<file path="src/rtl/robPkg.sv">
package robPkg;
  typedef enum logic [1:0] {
    KIND_REG    = 2'd0,
    KIND_STORE  = 2'd1,
    KIND_BRANCH = 2'd2
  } robKindE;

  // strobes issued by the control half toward the storage half
  typedef struct packed {
    logic allocEn;
    logic cplEn;
  } robStrobeS;
endpackage

</file>
<file path="src/rtl/robData.sv">
module robData
  import robPkg::*;
#(
  parameter int DEPTH  = 8,
  parameter int IDX_W  = 3,
  parameter int DEST_W = 5,
  parameter int DATA_W = 32,
  parameter int NUM_RD = 2
) (
  input  logic                     clk,
  input  logic                     rst,
  input  robStrobeS                strobe,
  input  logic [IDX_W-1:0]         allocSlot,
  input  logic [1:0]               allocKind,
  input  logic [DEST_W-1:0]        allocDest,
  input  logic [IDX_W-1:0]         cplIdx,
  input  logic [DATA_W-1:0]        cplValue,
  input  logic                     cplIsAddr,
  input  logic                     cplExc,
  input  logic [IDX_W-1:0]         headSlot,
  output logic [1:0]               headKind,
  output logic [DEST_W-1:0]        headDest,
  output logic [DATA_W-1:0]        headValue,
  output logic [DATA_W-1:0]        headAddr,
  output logic                     headReady,
  output logic                     headExc,
  input  logic [NUM_RD*IDX_W-1:0]  rdIdx,
  output logic [NUM_RD*DATA_W-1:0] rdValue,
  output logic [NUM_RD-1:0]        rdReady
);
  logic [1:0]        kindQ  [DEPTH];
  logic [DEST_W-1:0] destQ  [DEPTH];
  logic [DATA_W-1:0] valueQ [DEPTH];
  logic [DATA_W-1:0] addrQ  [DEPTH];
  logic [DEPTH-1:0]  dataOk, addrOk, excOk;

  always_ff @(posedge clk) begin
    if (rst) begin
      dataOk <= '0;
      addrOk <= '0;
      excOk  <= '0;
    end else begin
      for (int i = 0; i < DEPTH; i++) begin
        if (strobe.allocEn && allocSlot == IDX_W'(i)) begin
          dataOk[i] <= 1'b0;
          addrOk[i] <= 1'b0;
          excOk[i]  <= 1'b0;
        end else if (strobe.cplEn && cplIdx == IDX_W'(i)) begin
          if (cplIsAddr && kindQ[i] == KIND_STORE) addrOk[i] <= 1'b1;
          else dataOk[i] <= 1'b1;
          if (cplExc) excOk[i] <= 1'b1;
        end
      end
    end
  end

  always_ff @(posedge clk) begin
    for (int i = 0; i < DEPTH; i++) begin
      if (strobe.allocEn && allocSlot == IDX_W'(i)) begin
        kindQ[i] <= allocKind;
        destQ[i] <= allocDest;
      end
      if (strobe.cplEn && cplIdx == IDX_W'(i)) begin
        if (cplIsAddr) addrQ[i] <= cplValue;
        else valueQ[i] <= cplValue;
      end
    end
  end

  always_comb begin
    headKind  = kindQ[headSlot];
    headDest  = destQ[headSlot];
    headValue = valueQ[headSlot];
    headAddr  = addrQ[headSlot];
    headExc   = excOk[headSlot];
    headReady = dataOk[headSlot] &&
                (kindQ[headSlot] != KIND_STORE || addrOk[headSlot]);
  end

  for (genvar k = 0; k < NUM_RD; k++) begin : g_rd
    logic [IDX_W-1:0] sel;
    assign sel = rdIdx[k*IDX_W +: IDX_W];
    assign rdValue[k*DATA_W +: DATA_W] = valueQ[sel];
    assign rdReady[k] = dataOk[sel];
  end
endmodule

</file>
<file path="src/rtl/robCtrl.sv">
module robCtrl
  import robPkg::*;
#(
  parameter int IDX_W = 3
) (
  input  logic             clk,
  input  logic             rst,
  input  logic             allocValid,
  input  logic             cplValid,
  input  logic             mispValid,
  input  logic [IDX_W-1:0] mispIdx,
  input  logic             headReady,
  input  logic             headExc,
  output robStrobeS        strobe,
  output logic [IDX_W-1:0] allocSlot,
  output logic [IDX_W-1:0] headSlot,
  output logic             allocReady,
  output logic             commitFire,
  output logic             flushExc
);
  localparam int PTR_W = IDX_W + 1;

  logic [PTR_W-1:0] headPtr, tailPtr, cutTail;
  logic [IDX_W-1:0] mispDist;
  logic isEmpty, isFull, headDone, allocFire;

  assign isEmpty = headPtr == tailPtr;
  assign isFull  = (headPtr[IDX_W] != tailPtr[IDX_W]) &&
                   (headPtr[IDX_W-1:0] == tailPtr[IDX_W-1:0]);

  assign headDone   = !isEmpty && headReady;
  assign flushExc   = headDone && headExc;
  assign commitFire = headDone && !headExc;
  assign allocReady = !isFull && !mispValid && !flushExc;
  assign allocFire  = allocValid && allocReady;

  // distance of the branch from the oldest entry, then one past it
  assign mispDist = mispIdx - headPtr[IDX_W-1:0];
  assign cutTail  = headPtr + {1'b0, mispDist} + PTR_W'(1);

  assign allocSlot = tailPtr[IDX_W-1:0];
  assign headSlot  = headPtr[IDX_W-1:0];

  always_comb begin
    strobe.allocEn = allocFire;
    strobe.cplEn   = cplValid && !flushExc;
  end

  always_ff @(posedge clk) begin
    if (rst) begin
      headPtr <= '0;
      tailPtr <= '0;
    end else if (flushExc) begin
      tailPtr <= headPtr;
    end else begin
      if (commitFire) headPtr <= headPtr + PTR_W'(1);
      if (mispValid) tailPtr <= cutTail;
      else if (allocFire) tailPtr <= tailPtr + PTR_W'(1);
    end
  end
endmodule

</file>
<file path="src/rtl/robUnit.sv">
module robUnit
  import robPkg::*;
#(
  parameter int DEPTH  = 8,
  parameter int DEST_W = 5,
  parameter int DATA_W = 32,
  parameter int NUM_RD = 2,
  localparam int IDX_W = $clog2(DEPTH)
) (
  input  logic                     clk,
  input  logic                     rst,
  input  logic                     allocValid,
  input  logic [1:0]               allocKind,
  input  logic [DEST_W-1:0]        allocDest,
  output logic                     allocReady,
  output logic [IDX_W-1:0]         allocIdx,
  input  logic                     cplValid,
  input  logic [IDX_W-1:0]         cplIdx,
  input  logic [DATA_W-1:0]        cplValue,
  input  logic                     cplIsAddr,
  input  logic                     cplExc,
  input  logic                     mispValid,
  input  logic [IDX_W-1:0]         mispIdx,
  input  logic [NUM_RD*IDX_W-1:0]  rdIdx,
  output logic [NUM_RD*DATA_W-1:0] rdValue,
  output logic [NUM_RD-1:0]        rdReady,
  output logic                     commitValid,
  output logic [1:0]               commitKind,
  output logic [DEST_W-1:0]        commitDest,
  output logic [DATA_W-1:0]        commitValue,
  output logic [DATA_W-1:0]        commitAddr,
  output logic                     redirect
);
  robStrobeS        strobe;
  logic [IDX_W-1:0] headSlot;
  logic             headReady, headExc;

  robCtrl #(.IDX_W(IDX_W)) u_ctrl (
    .clk(clk), .rst(rst),
    .allocValid(allocValid), .cplValid(cplValid),
    .mispValid(mispValid), .mispIdx(mispIdx),
    .headReady(headReady), .headExc(headExc),
    .strobe(strobe), .allocSlot(allocIdx), .headSlot(headSlot),
    .allocReady(allocReady), .commitFire(commitValid), .flushExc(redirect)
  );

  robData #(
    .DEPTH(DEPTH), .IDX_W(IDX_W), .DEST_W(DEST_W),
    .DATA_W(DATA_W), .NUM_RD(NUM_RD)
  ) u_data (
    .clk(clk), .rst(rst), .strobe(strobe),
    .allocSlot(allocIdx), .allocKind(allocKind), .allocDest(allocDest),
    .cplIdx(cplIdx), .cplValue(cplValue), .cplIsAddr(cplIsAddr), .cplExc(cplExc),
    .headSlot(headSlot), .headKind(commitKind), .headDest(commitDest),
    .headValue(commitValue), .headAddr(commitAddr),
    .headReady(headReady), .headExc(headExc),
    .rdIdx(rdIdx), .rdValue(rdValue), .rdReady(rdReady)
  );
endmodule

</file>
<file path="config.mk">
export PLATFORM = sky130hd
export DESIGN_NAME = robUnit
export DESIGN_NICKNAME = d
export VERILOG_FILES = /design/src/rtl/robPkg.sv /design/src/rtl/robData.sv /design/src/rtl/robCtrl.sv /design/src/rtl/robUnit.sv
export SDC_FILE = /design/constraint.sdc
export NUM_CORES = 1
export LEC_CHECK = 0
export BUFFER_PORTS_ARGS = -buffer_cell sky130_fd_sc_hd__buf_2
export CORE_UTILIZATION = 30
export DETAILED_ROUTE_END_ITERATION = 10
export PLACE_DENSITY_LB_ADDON = 0.05
export SLEW_MARGIN = 10
export SYNTH_ARGS = -nofsm -noshare
export SYNTH_HDL_FRONTEND = slang
export SYNTH_HIERARCHICAL = 1
export SYNTH_SLANG_ARGS = --single-unit
</file>
<file path="constraint.sdc">
create_clock -name clk -period 7 [get_ports clk]
set_input_delay 1.4 -clock clk [delete_from_list [all_inputs] [get_ports clk]]
set_output_delay 1.4 -clock clk [all_outputs]
set_load 0.02 [all_outputs]
</file>
==> impl_metrics.csv <==
group,metric,value,unit
routing,vias_per_cell,5.19,
critical_path,crit_fanout,42,
critical_path,worstReg2RegStart,"u_ctrl/headPtr[0]",
floorplan,initial_core_util,30.4,%
synth,syn_inst,1305,
timing,slew_headroom,26.2,%
synth,yosysMostFrequentCell,"edfxtp_1",
synth,ys_ff_latch,600,
floorplan,die_height,304,microns
floorplan,core.rowCount,110,
grt,grt_overflow,0,
power,p_sw_share,22.6,%
clocking,cts_setup_buffers,0,
critical_path,cp.buffers_inverters,3,
power,comb_power_share,7.4,%
clocking,clock_latency,0.60,ns
clocking,htreeDepth,3,
clocking,cts_num_sinks,600,
routing,detail-route-antenna-nets,0,
synth,synth_top_flop_cell,"edfxtp_1",
grt,grt_max_degree,56,
critical_path,max_stage_delay,0.87,ns
floorplan,io_pins,201,
timing,hold_violations,0,
timing,rsz0062_at_grt,"no",
timing,fmax,185,MHz
timing,min_period_over_period,77.2,%
layout,nNetsFinal,1593,
routing,first_pass_iters,5,
layout,area_growth,16.9,%
critical_path,critPathCapture,"commitValue[21]",
synth,ys_types,53,
power,p_seq_share,49.2,%
timing,setup_viol,0,
synth,avgSynthCellArea,21.0,sq um
grt,antenna_found_initial,3,
critical_path,critical_path.top_delay_family,"buffers and inverters",
clocking,cts.clk_slew.worst_paths,0.06,ns
placement,io_buffers,200,
routing,wl_per_cell,29.1,microns
timing,worst_pin_slew,1.11,ns
clocking,post_cts_resized,0,
layout,drive_gt1_share,50.1,%
routing,routed_wl,80300,microns
timing,fin_tns_setup,0,ns
critical_path,crit_path_start,"u_ctrl/headPtr[0]",
floorplan,die_area,0.0927,sq mm
routing,drcViolationCount,0,
synth,synth_nets,1371,
grt,grt_pass1_wl,114000,microns
synth,synth_top_area_share,62.1,%
clocking,cts_made_buffers,73,
timing,fin_worst_skew,0.0171,ns
clocking,cts_tree,"yes",
critical_path,crit_path_top_delay_cell,"buf_4",
min_path,holdPathStages,2,
critical_path,cp.depth,5,
grt,grt_pass1_vias,15500,
synth,seq_area_frac_synth,64.5,%
floorplan,coreArea,0.0903,sq mm
clocking,cts-root-buf,"clkbuf_16",
synth,yosys.area.top_type,"edfxtp_1",
power,clkPwrFrac,43.4,%
critical_path,reg2reg_depth,9,
critical_path,critPathMostFrequentCell,"buf_4",
critical_path,r2r_slack,2.37,ns
power,power,0.00822,W
critical_path,r2r_end,"u_data/valueQ[0][7]",
power,powerDensity,256,mW/mm^2
clocking,clockBufferDepth,3,
critical_path,path_class,"register to primary output",
power,worst_ir_drop_vdd,0.156,mV
critical_path,end_kind,"primary output",
timing,period_minus_slack,5.40,ns
placement,hpwlAfterDp,47400,microns
placement,gp_congestion,0.722,
routing,num_vias,14300,
synth,synth-edff-count,568,
synth,synth_area,0.0274,sq mm
critical_path,cp-start-kind,"register",
power,power.switching,0.00186,W
critical_path,crit_chain,"buf_4 -> buf_4 -> mux4_2 -> mux2_2 -> buf_2",
critical_path,worstPathArrival,4.00,ns
synth,synth_common_cells,"edfxtp_1, mux4_2, mux2_2",
power,p_int,0.00636,W
flow_run,maxCapViolations,0,
critical_path,critPathRequiredTime,5.60,ns
power,cellLeakagePower,10.1,nW
synth,yosysWarnings,6,
synth,yosys-top-cells-area,"edfxtp_1, mux4_2, mux2_2",
grt,grt_usage,17.3,%
floorplan,fp.dieW,304,microns
routing,drt_iter0_markers,939,
run_status,outcome,"finished, final reports clean",
timing,maxSlewViolCount,0,
min_path,hold_path_class,"register to register",
synth,async_flop_share,0,%
clocking,ctsHoldBuffers,0,
-- state kept, by name (all words and copies together) (netlist names) --
register        cells
u_data/valueQ     256
u_ctrl/tailPtr      4
u_data/destQ       40
u_data/addrQ      256
u_data/excOk        8
u_data/dataOk       8
u_data/addrOk       8
u_ctrl/headPtr      4
u_data/kindQ       16
-- worst min path at each step --
stage	start	end	slack, ns
finish	u_data/excOk[7]	u_data/excOk[7]	0.46
detailed placement	u_data/excOk[7]	u_data/excOk[7]	0.45
floorplan	u_data/excOk[2]	u_data/excOk[2]	0.43
global placement	u_data/excOk[7]	u_data/excOk[7]	0.45
global route	u_data/excOk[7]	u_data/excOk[7]	0.49
CTS	u_data/excOk[7]	u_data/excOk[7]	0.46
-- metrics by stage --
| stage | hold slack (ns) | utilization (%) | area, sq um | setup slack, ns | std cells |
|---|---|---|---|---|---|
| final | 0.459 | 35.5 | 32100 | 1.60 | 2759 |
| after global placement | 0.448 | 33.1 | 29800 | 2.03 | 2628 |
| after global routing | 0.489 | 35.5 | 32100 | 1.27 | 2759 |
| after detailed placement | 0.449 | 33.1 | 29800 | 2.05 | 2628 |
| after floorplan | 0.431 | - | 27400 | 2.23 | 1305 |
| after CTS | 0.464 | 35.5 | 32100 | 1.40 | 2758 |
-- power groups by stage --
| stage | clock, W | sequential, W | combinational [W] |
|---|---|---|---|
| CTS | 0.00370 | 0.00404 | 0.000624 |
| finish | 0.00357 | 0.00404 | 0.000607 |
| floorplan | 0 | 0.00410 | 0.000388 |
| detailed placement | 0 | 0.00412 | 0.000623 |
| global placement | 0 | 0.00411 | 0.000622 |
| global route | 0.00382 | 0.00405 | 0.000651 |
-- worst min-delay path, delay by kind of cell (launching register included) --
| family | cells | cell delay [ns] |
|---|---|---|
| AOI/OAI and AO/OA | 1 | 0.04 |
| DFF | 1 | 0.32 |
| and+or+nand+nor | 1 | 0.06 |
-- placed cells by master, fill, tap and decap left out, drive strengths merged, types with 9 or more instances in the layout --
cell type	n
dfxtp	32
clkbuf	98
inv	21
a41oi	10
buf	241
nor2	36
clkinv	26
mux2	137
a21oi	20
edfxtp	568
mux4	280
nor2b	9
-- cell type report --
| type | instances | area (sq um) |
|---|---|---|
| Antenna cell | 1 | 2.50 |
| Clock buffer | 98 | 2030 |
| Clock inverter | 32 | 213 |
| Fill cell | 8401 | 58200 |
| Inverter | 19 | 71.3 |
| Multi-Input combinational cell | 592 | 9220 |
| Sequential cell | 600 | 17700 |
| Tap cell | 1176 | 1470 |
| Timing Repair Buffer | 241 | 1370 |
-- cell families (layout without fill, tap and decap cells) --
| group | count (synthesis) | in the layout | share of synthesized area (%) |
|---|---|---|---|
| other | 0 | 1 | 0 |
| adder cells (fa/ha/maj) | 8 | 8 | 0.419 |
| AO/OA/AOI/OAI | 50 | 50 | 1.46 |
| flip-flops | 600 | 600 | 64.5 |
| buffers and inverters | 113 | 390 | 2.26 |
| XOR/XNOR | 13 | 13 | 0.565 |
| multiplexers | 421 | 421 | 28.7 |
| AND/OR/NAND/NOR | 100 | 100 | 2.07 |
-- metal layers --
metal | up-vias | part of all wire, % | wire length (microns) | global-route usage (%)
met5 | - | 0.015 | 12 | 0
met4 | 2 | 2.2 | 1730 | 5.38
met3 | 114 | 5.2 | 4160 | 3.67
met2 | 379 | 49 | 39700 | 29.0
met1 | 7779 | 43 | 34700 | 22.5
li1 | 6057 | - | - | -
Note: power is estimated with default switching activity, not from simulation.
